$ cat src/rtl/seg_display_pkg.sv
package seg_display_pkg;

    localparam int SEG_W = 7;
    localparam int BCD_W = 4;

    typedef logic [SEG_W-1:0] seg_t;   // bit 6 = a ... bit 0 = g, active low
    typedef logic [BCD_W-1:0] bcd_t;

    localparam seg_t SEG_DARK = 7'h7F;
    localparam seg_t SEG_FULL = 7'h00;
    localparam seg_t SEG_DASH = 7'h7E;

    typedef struct packed {
        bcd_t code;
        logic lamp_test_n;
        logic blank_n;
        logic rbi_n;
    } dec_in_t;

    typedef struct packed {
        seg_t seg_n;
        logic rbo_n;
    } dec_out_t;

    function automatic seg_t glyph(input bcd_t code);
        seg_t lit;   // active-high abcdefg
        case (code)
            4'd0: lit = 7'b1111110;
            4'd1: lit = 7'b0110000;
            4'd2: lit = 7'b1101101;
            4'd3: lit = 7'b1111001;
            4'd4: lit = 7'b0110011;
            4'd5: lit = 7'b1011011;
            4'd6: lit = 7'b1011111;
            4'd7: lit = 7'b1110000;
            4'd8: lit = 7'b1111111;
            4'd9: lit = 7'b1111011;
            default: lit = 7'b0000001;
        endcase
        return ~lit;
    endfunction

endpackage

$ cat src/rtl/seg_digit_dec.sv
module seg_digit_dec
    import seg_display_pkg::*;
(
    input  dec_in_t  din,
    output dec_out_t dout
);
    logic zero_code;

    always_comb begin
        zero_code = (din.code == '0);
        // ripple output only when this digit itself is suppressed as a zero
        dout.rbo_n = !(zero_code && !din.rbi_n && din.lamp_test_n);
        if (!din.blank_n)
            dout.seg_n = SEG_DARK;
        else if (!din.lamp_test_n)
            dout.seg_n = SEG_FULL;
        else if (zero_code && !din.rbi_n)
            dout.seg_n = SEG_DARK;
        else
            dout.seg_n = glyph(din.code);
    end
endmodule

$ cat src/rtl/seg_zero_chain.sv
module seg_zero_chain
    import seg_display_pkg::*;
#(
    parameter int NUM     = 4,
    parameter bit LEADING = 1'b1   // 1: chain from top index down; 0: from index 0 up
) (
    input  logic [NUM*BCD_W-1:0] digits,
    input  logic                 lamp_test_n,
    input  logic                 blank_n,
    output logic [NUM*SEG_W-1:0] seg_n
);
    logic [NUM-1:0] rbo_n;
    logic [NUM-1:0] rbi_n;

    for (genvar k = 0; k < NUM; k++) begin : g_dig
        dec_in_t  din;
        dec_out_t dout;

        if (LEADING) begin : g_lead
            if (k == 0)             begin : g_keep assign rbi_n[k] = 1'b1;         end
            else if (k == NUM - 1)  begin : g_head assign rbi_n[k] = 1'b0;         end
            else                    begin : g_link assign rbi_n[k] = rbo_n[k+1];   end
        end else begin : g_trail
            if (k == NUM - 1)       begin : g_keep assign rbi_n[k] = 1'b1;         end
            else if (k == 0)        begin : g_head assign rbi_n[k] = 1'b0;         end
            else                    begin : g_link assign rbi_n[k] = rbo_n[k-1];   end
        end

        assign din.code        = digits[k*BCD_W +: BCD_W];
        assign din.lamp_test_n = lamp_test_n;
        assign din.blank_n     = blank_n;
        assign din.rbi_n       = rbi_n[k];

        seg_digit_dec u_dec (.din(din), .dout(dout));

        assign rbo_n[k]               = dout.rbo_n;
        assign seg_n[k*SEG_W +: SEG_W] = dout.seg_n;
    end
endmodule

$ cat src/rtl/seg_display.sv
module seg_display
    import seg_display_pkg::*;
#(
    parameter int INT_DIGITS  = 4,
    parameter int FRAC_DIGITS = 2
) (
    input  logic                         clk,
    input  logic                         rst,
    input  logic [INT_DIGITS*BCD_W-1:0]  int_bcd,
    input  logic [FRAC_DIGITS*BCD_W-1:0] frac_bcd,
    input  logic                         lamp_test_n,
    input  logic                         blank_n,
    output logic [INT_DIGITS*SEG_W-1:0]  int_seg_n,
    output logic [FRAC_DIGITS*SEG_W-1:0] frac_seg_n
);
    localparam int INT_SW  = INT_DIGITS * SEG_W;
    localparam int FRAC_SW = FRAC_DIGITS * SEG_W;

    logic [INT_SW-1:0]  int_nxt;
    logic [FRAC_SW-1:0] frac_nxt;

    seg_zero_chain #(.NUM(INT_DIGITS), .LEADING(1'b1)) u_int (
        .digits(int_bcd), .lamp_test_n(lamp_test_n), .blank_n(blank_n), .seg_n(int_nxt)
    );

    seg_zero_chain #(.NUM(FRAC_DIGITS), .LEADING(1'b0)) u_frac (
        .digits(frac_bcd), .lamp_test_n(lamp_test_n), .blank_n(blank_n), .seg_n(frac_nxt)
    );

    always_ff @(posedge clk) begin
        if (rst) begin
            int_seg_n  <= {INT_DIGITS{SEG_DARK}};
            frac_seg_n <= {FRAC_DIGITS{SEG_DARK}};
        end else begin
            int_seg_n  <= int_nxt;
            frac_seg_n <= frac_nxt;
        end
    end
endmodule

$ cat config.mk
export PLATFORM = sky130hd
export DESIGN_NAME = seg_display
export DESIGN_NICKNAME = d
export VERILOG_FILES = /design/src/rtl/seg_display_pkg.sv /design/src/rtl/seg_digit_dec.sv /design/src/rtl/seg_zero_chain.sv /design/src/rtl/seg_display.sv
export SDC_FILE = /design/constraint.sdc
export NUM_CORES = 1
export LEC_CHECK = 0
export BUFFER_PORTS_ARGS = -buffer_cell sky130_fd_sc_hd__buf_4
export CAP_MARGIN = 20
export CORE_UTILIZATION = 46
export DETAILED_ROUTE_END_ITERATION = 10
export GPL_TIMING_DRIVEN = 0
export HOLD_SLACK_MARGIN = 0.12
export PLACE_DENSITY = 0.74
export REMOVE_ABC_BUFFERS = 1
export SLEW_MARGIN = 20
export SYNTH_ARGS = -nofsm -noshare
export SYNTH_HDL_FRONTEND = slang
export SYNTH_SLANG_ARGS = --single-unit
$ cat constraint.sdc
create_clock -name clk -period 1.6 [get_ports clk]
set_input_delay 0.32 -clock clk [delete_from_list [all_inputs] [get_ports clk]]
set_output_delay 0.32 -clock clk [all_outputs]
set_load 0.02 [all_outputs]
==> reports/qor.yml, run 1 <==
grt:
  grtUsageTotal_pct: 17.15
  grt_max_degree: 37
  grt.overflow.total: 0
  grt_pass1_vias: 1641
  grt_antenna_before_repair: 0
  grt_pass1_wl_um: 6920
power:
  power.leakage_nw: 1.358
  ir_worst_vdd_mv: 0.4767
  power_density_nw_per_um2: 901.5
  power.total_w: 0.002628
setup_path:
  startpoint_type: "primary input"
  critical_path_class: "in -> reg"
  slowest_stage: "or4b_4"
  arrival_ps: 1720
  cp_max_fo: 4
  path_buf_inv: 2
  cp-end-kind: "register"
  crit_start: "int_bcd[13]"
  worstPathCellList: "buf_4, inv_2, ha_4, or4b_4, nor4_4, a21oi_1, o21ai_2"
  crit_required_ps: 1830
  critPathTopFamily: "simple AND/OR/NAND/NOR gates"
  slowest_delay_ps: 510
logic_synthesis:
  synth_seq_area_share_pct: 38.10
  synth-seq-cells: 42
  synth_cell_types: 32
  yosysWarnings: 0
  syn_area_um2: 2207
  synth-main-ff-cell: "dfxtp_1"
  avgSynthCellArea_um2: 8.655
  synth_cells: 255
  synth-edff-count: 0
  async_reset_ff_share_pct: 0
run_status:
  violations: "design-rule violations"
  status: "complete, but fails checks"
finish:
  final_net_count: 381
  areaGrowthSynthToFinish_pct: 32.09
  final_util_pct: 65.16
  drive_above_1_share_pct: 27.02
  layout_commonest_cell: "buf_4"
  antennaDiodeCount: 0
  final_cell_mix: "70 x buf_4, 42 x dfxtp_1, 31 x ha_1, 30 x o21ai_0, 24 x a21oi_1"
die:
  core.rowCount: 24
  io_pins: 70
  initial_core_util_pct: 49.33
  die_h_um: 71.27
  die_area_um2: 5079
  die_w_um: 71.27
  core_area_um2: 4474
timing:
  finalSetupViolCount: 0
  min_period_ps: 1493
  worstMarginPinSlew_ps: 693.2
  fmax_mhz: 669.9
  hold_violations: 0
  grt_setup_unrepaired: "no"
  finalCritPeriodShare_pct: 93.29
  setup_ws_ps: 107.3
  slew_viol_final: 0
  slew-limit-headroom_pct: 53.69
  fin_hold_ws_ps: 263.7
  fin_tns_setup_ps: 0
cts:
  cts_tree: "built"
  clockBufferDepth: 2
  cts_sinks: 42
  cts_buffers: 5
  cts-root-buf: "clkbuf_8"
  clkTransAtPathRegs_ps: 80
  htreeDepth: 2
  cts_hold_buffers: 0
run:
  cap_violations: 0
place:
  dp_hpwl_um: 3318
  numPortBuffers: 69
  pre_cts_slack_ps: -289.0
  place.gp.congestion: 0.8699
drt:
  ant_nets: 0
  drt-initial-drc-count: 102
  drcViolationCount: 4
  post_drt_via_cell_ratio: 5.037
  dr.pass1.iters: 7
  drt-total-wl_um: 4368
  vias: 1884
  wl_per_cell_um: 11.68
hold_path:
  hold_start: "int_bcd[3]"
  hp-class: "in -> reg"
synthesized netlist by cell type (2+ instances only):
cell type | count | share of area [%]
nor2_1 | 21 | 3.6
inv_1 | 21 | 3.6
nand2b_1 | 15 | 4.3
nor2b_1 | 6 | 1.7
clkbuf_1 | 8 | 1.4
buf_2 | 2 | 0.45
o21a_1 | 2 | 0.68
nor3_1 | 3 | 0.68
nand2_1 | 16 | 2.7
a41o_1 | 2 | 0.91
a21oi_1 | 24 | 5.4
nand3_1 | 4 | 0.91
o21ai_0 | 30 | 6.8
o211ai_1 | 4 | 1.4
nor3b_1 | 2 | 0.68
ha_1 | 32 | 18
dfxtp_1 | 42 | 38
a211oi_1 | 4 | 1.4
o31ai_1 | 3 | 1.0
mux2i_1 | 2 | 0.91
layer usage:
layer | part of all wire [%] | wire [um] | vias up | track usage, %
li1 | - | - | 994 | -
met1 | 45 | 1972 | 819 | 19.10
met2 | 48 | 2097 | 64 | 31.64
met3 | 5.5 | 239 | 7 | 3.235
met4 | 1.4 | 59 | 0 | 7.556
met5 | 0 | 0 | - | 0
timing repair:
item / in CTS / in global routing
resized for setup: 0 / 5
endpoints found under the setup margin: 0 / 8
buffers inserted: 0 / 1
state kept, by name, summed over array words and instances (netlist names):
| register | flops |
|---|---|
| int_seg_n | 28 |
| frac_seg_n | 14 |
power by group:
part	switching (W)	internal, W
logic	0.000289	0.000216
registers	0.0000159	0.00111
clock network	0.000336	0.000665
total	0.000640	0.00199
kinds of logic after synthesis:
kind of cell,synth area share (%)
AO/OA/AOI/OAI,19.61
AND/OR/NAND/NOR,16.84
flip-flops,38.10
buffers and inverters,5.896
adder cells (fa/ha/maj),18.14
multiplexers,1.417
worst paths after layout:
| check | end | cells past startpoint | slack, ps |
|---|---|---|---|
| max | int_seg_n[9] | 7 | 110 |
| min | int_seg_n[0] | 2 | 260 |
cell type report:
class                           instances  area [um2]
Timing Repair Buffer                   70       525.5
Fill cell                             391        1559
Clock inverter                          2       60.06
Multi-Input combinational cell        181        1262
Sequential cell                        42       840.8
Clock buffer                            6       82.58
Tap cell                               52       65.06
Inverter                               21       78.83
per-stage QoR:
step,std cells,area (um2)
2_1_floorplan,244,2156
5_1_grt,374,2915
4_1_cts,373,2889
6_report,374,2915
3_5_place_dp,365,2746
3_3_place_gp,365,2739
Power figures use the tool's default switching activity.
==> inputs of run 2 (changes only) <==
--- a/config.mk
+++ b/config.mk
@@ -7,6 +7,7 @@
 export LEC_CHECK = 0
 export BUFFER_PORTS_ARGS = -buffer_cell sky130_fd_sc_hd__buf_4
 export CAP_MARGIN = 20
+export CORE_MARGIN = 4
 export CORE_UTILIZATION = 46
 export DETAILED_ROUTE_END_ITERATION = 10
 export GPL_TIMING_DRIVEN = 0
@@ -17,3 +18,4 @@
 export SYNTH_ARGS = -nofsm -noshare
 export SYNTH_HDL_FRONTEND = slang
 export SYNTH_SLANG_ARGS = --single-unit
+export TNS_END_PERCENT = 10
==> run 2 against run 1 <==
The flow now finishes without violations. Via count is 2.3% lower. First-iteration DRC count down 69%. Sequential power hardly changed. Combinational power rose by 2%.
==> reports/qor.yml, run 2 (synthesis results as in run 1) <==
run_status:
  status: "finished, final reports clean"
cts:
  clkTransAtPathRegs_ps: 70
  cts-root-buf: "clkbuf_8"
  clockBufferDepth: 2
  htreeDepth: 2
  cts_hold_buffers: 0
  cts_buffers: 5
  cts_sinks: 42
  cts_tree: "built"
grt:
  grt_pass1_wl_um: 7258
  grt_max_degree: 23
  grtUsageTotal_pct: 15.18
  grt_pass1_vias: 1657
  grt.overflow.total: 0
  grt_antenna_before_repair: 0
drt:
  drt-total-wl_um: 4534
  dr.pass1.iters: 4
  post_drt_via_cell_ratio: 4.883
  vias: 1841
  ant_nets: 0
  wl_per_cell_um: 12.03
  drcViolationCount: 0
  drt-initial-drc-count: 32
setup_path:
  slowest_delay_ps: 510
  cp-end-kind: "register"
  crit_required_ps: 1830
  crit_top_cell: "buf_4"
  startpoint_type: "primary input"
  cp_max_fo: 4
  slowest_stage: "or4b_4"
  critical_path_class: "in -> reg"
  worstPathCellList: "buf_4, inv_4, ha_4, or4b_4, nor4_4, buf_4, a21oi_2, o21ai_2"
  arrival_ps: 1790
power:
  internal-power_w: 0.001788
  ir_worst_vdd_mv: 0.3304
  pwr-share-seq_pct: 46.3
  power.leakage_nw: 1.361
  power.total_w: 0.002424
  combPwrFrac_pct: 21.2
  power_density_nw_per_um2: 828.8
  p_switching_w: 0.0006367
  p_sw_share_pct: 26.26
  p_clk_share_pct: 32.5
die:
  initial_core_util_pct: 49.00
  die_area_um2: 5971
  die_w_um: 77.27
  core_area_um2: 4504
  io_pins: 70
  die_h_um: 77.27
  core.rowCount: 24
finish:
  areaGrowthSynthToFinish_pct: 32.54
  reg_top3: "int_seg_n (28), frac_seg_n (14)"
  stdcell_area_um2: 2925
  final_net_count: 384
  final_cell_mix: "72 x buf_4, 42 x dfxtp_1, 31 x ha_1, 30 x o21ai_0, 23 x a21oi_1"
  largest_reg_flops: 28
  n_fill_cell: 379
  layout_commonest_cell: "buf_4"
  drive_above_1_share_pct: 28.62
  top_register: "int_seg_n"
  antennaDiodeCount: 0
timing:
  worstMarginPinSlew_ps: 571.7
  min_period_ps: 1556
  fmax_mhz: 642.7
  finalSetupViolCount: 0
  slew_viol_final: 0
  slew-limit-headroom_pct: 61.71
  finalCritPeriodShare_pct: 97.25
  setup_ws_ps: 43.97
  hold_violations: 0
place:
  pre_cts_slack_ps: -328.2
  dp_hpwl_um: 3574
  placed_cell_area_um2: 2756
  numPortBuffers: 69
  place.gp.congestion: 0.8031
hold_path:
  hp-class: "in -> reg"
run:
  cap_violations: 0
[run 2: critical path: cells and delay by family]
family / cells / cell delay, ps
fa+ha+maj: 1 / 130
simple gates: 2 / 790
compound gates: 2 / 140
buf+inv: 3 / 380
[run 2: through the flow]
stage               utilization [%]  hold slack [ps]  cells  setup TNS (ps)
floorplan                         -            422.6    244           -4119
global placement              60.81            564.7    365          -32130
detailed placement            61.19            567.7    366           -3000
CTS                           63.75            245.3    374               0
global route                  64.94            258.7    377          -52.10
finish                        64.94            258.8    377               0
[run 2: layout make-up]
class | instances | area (um2) | share of cell area (%)
sequential | 42 | 840.8 | 28.74
timing repair buffer | 73 | 555.5 | 18.99
clock buffer | 5 | 68.82 | 2.352
multi-input combinational | 181 | 1271 | 43.46
clock inverter | 3 | 40.04 | 1.369
inverter | 21 | 83.83 | 2.866
tap | 52 | 65.06 | 2.224
[run 2: layer usage]
metal	share of wire [%]	track usage (%)	vias up
li1	-	-	999
met1	43	16.38	797
met2	52	27.37	42
met3	4.7	4.450	3
met4	0.75	6.406	0
met5	0	0	-
[run 2: path summary, 6_finish.rpt]
check	slack [ps]	endpoint	depth (start not counted)	startpoint
setup / recovery	40	int_seg_n[9]	8	int_bcd[13]
hold / removal	260	int_seg_n[0]	2	int_bcd[3]
[run 2: timing repair]
action | 4_1_cts | 5_1_grt
gates resized for setup | 1 | 9
pin swaps | 0 | 5
setup buffers | 0 | 3
endpoints found under the setup margin | 1 | 8
[run 2: power groups by stage]
stage	sequential (W)	clock, W	combinational, W
finish	0.00112	0.000787	0.000514
global route	0.00113	0.000860	0.000567
CTS	0.00112	0.000810	0.000508
detailed placement	0.00115	0	0.000504
global placement	0.00115	0	0.000496
floorplan	0.00123	0	0.000185
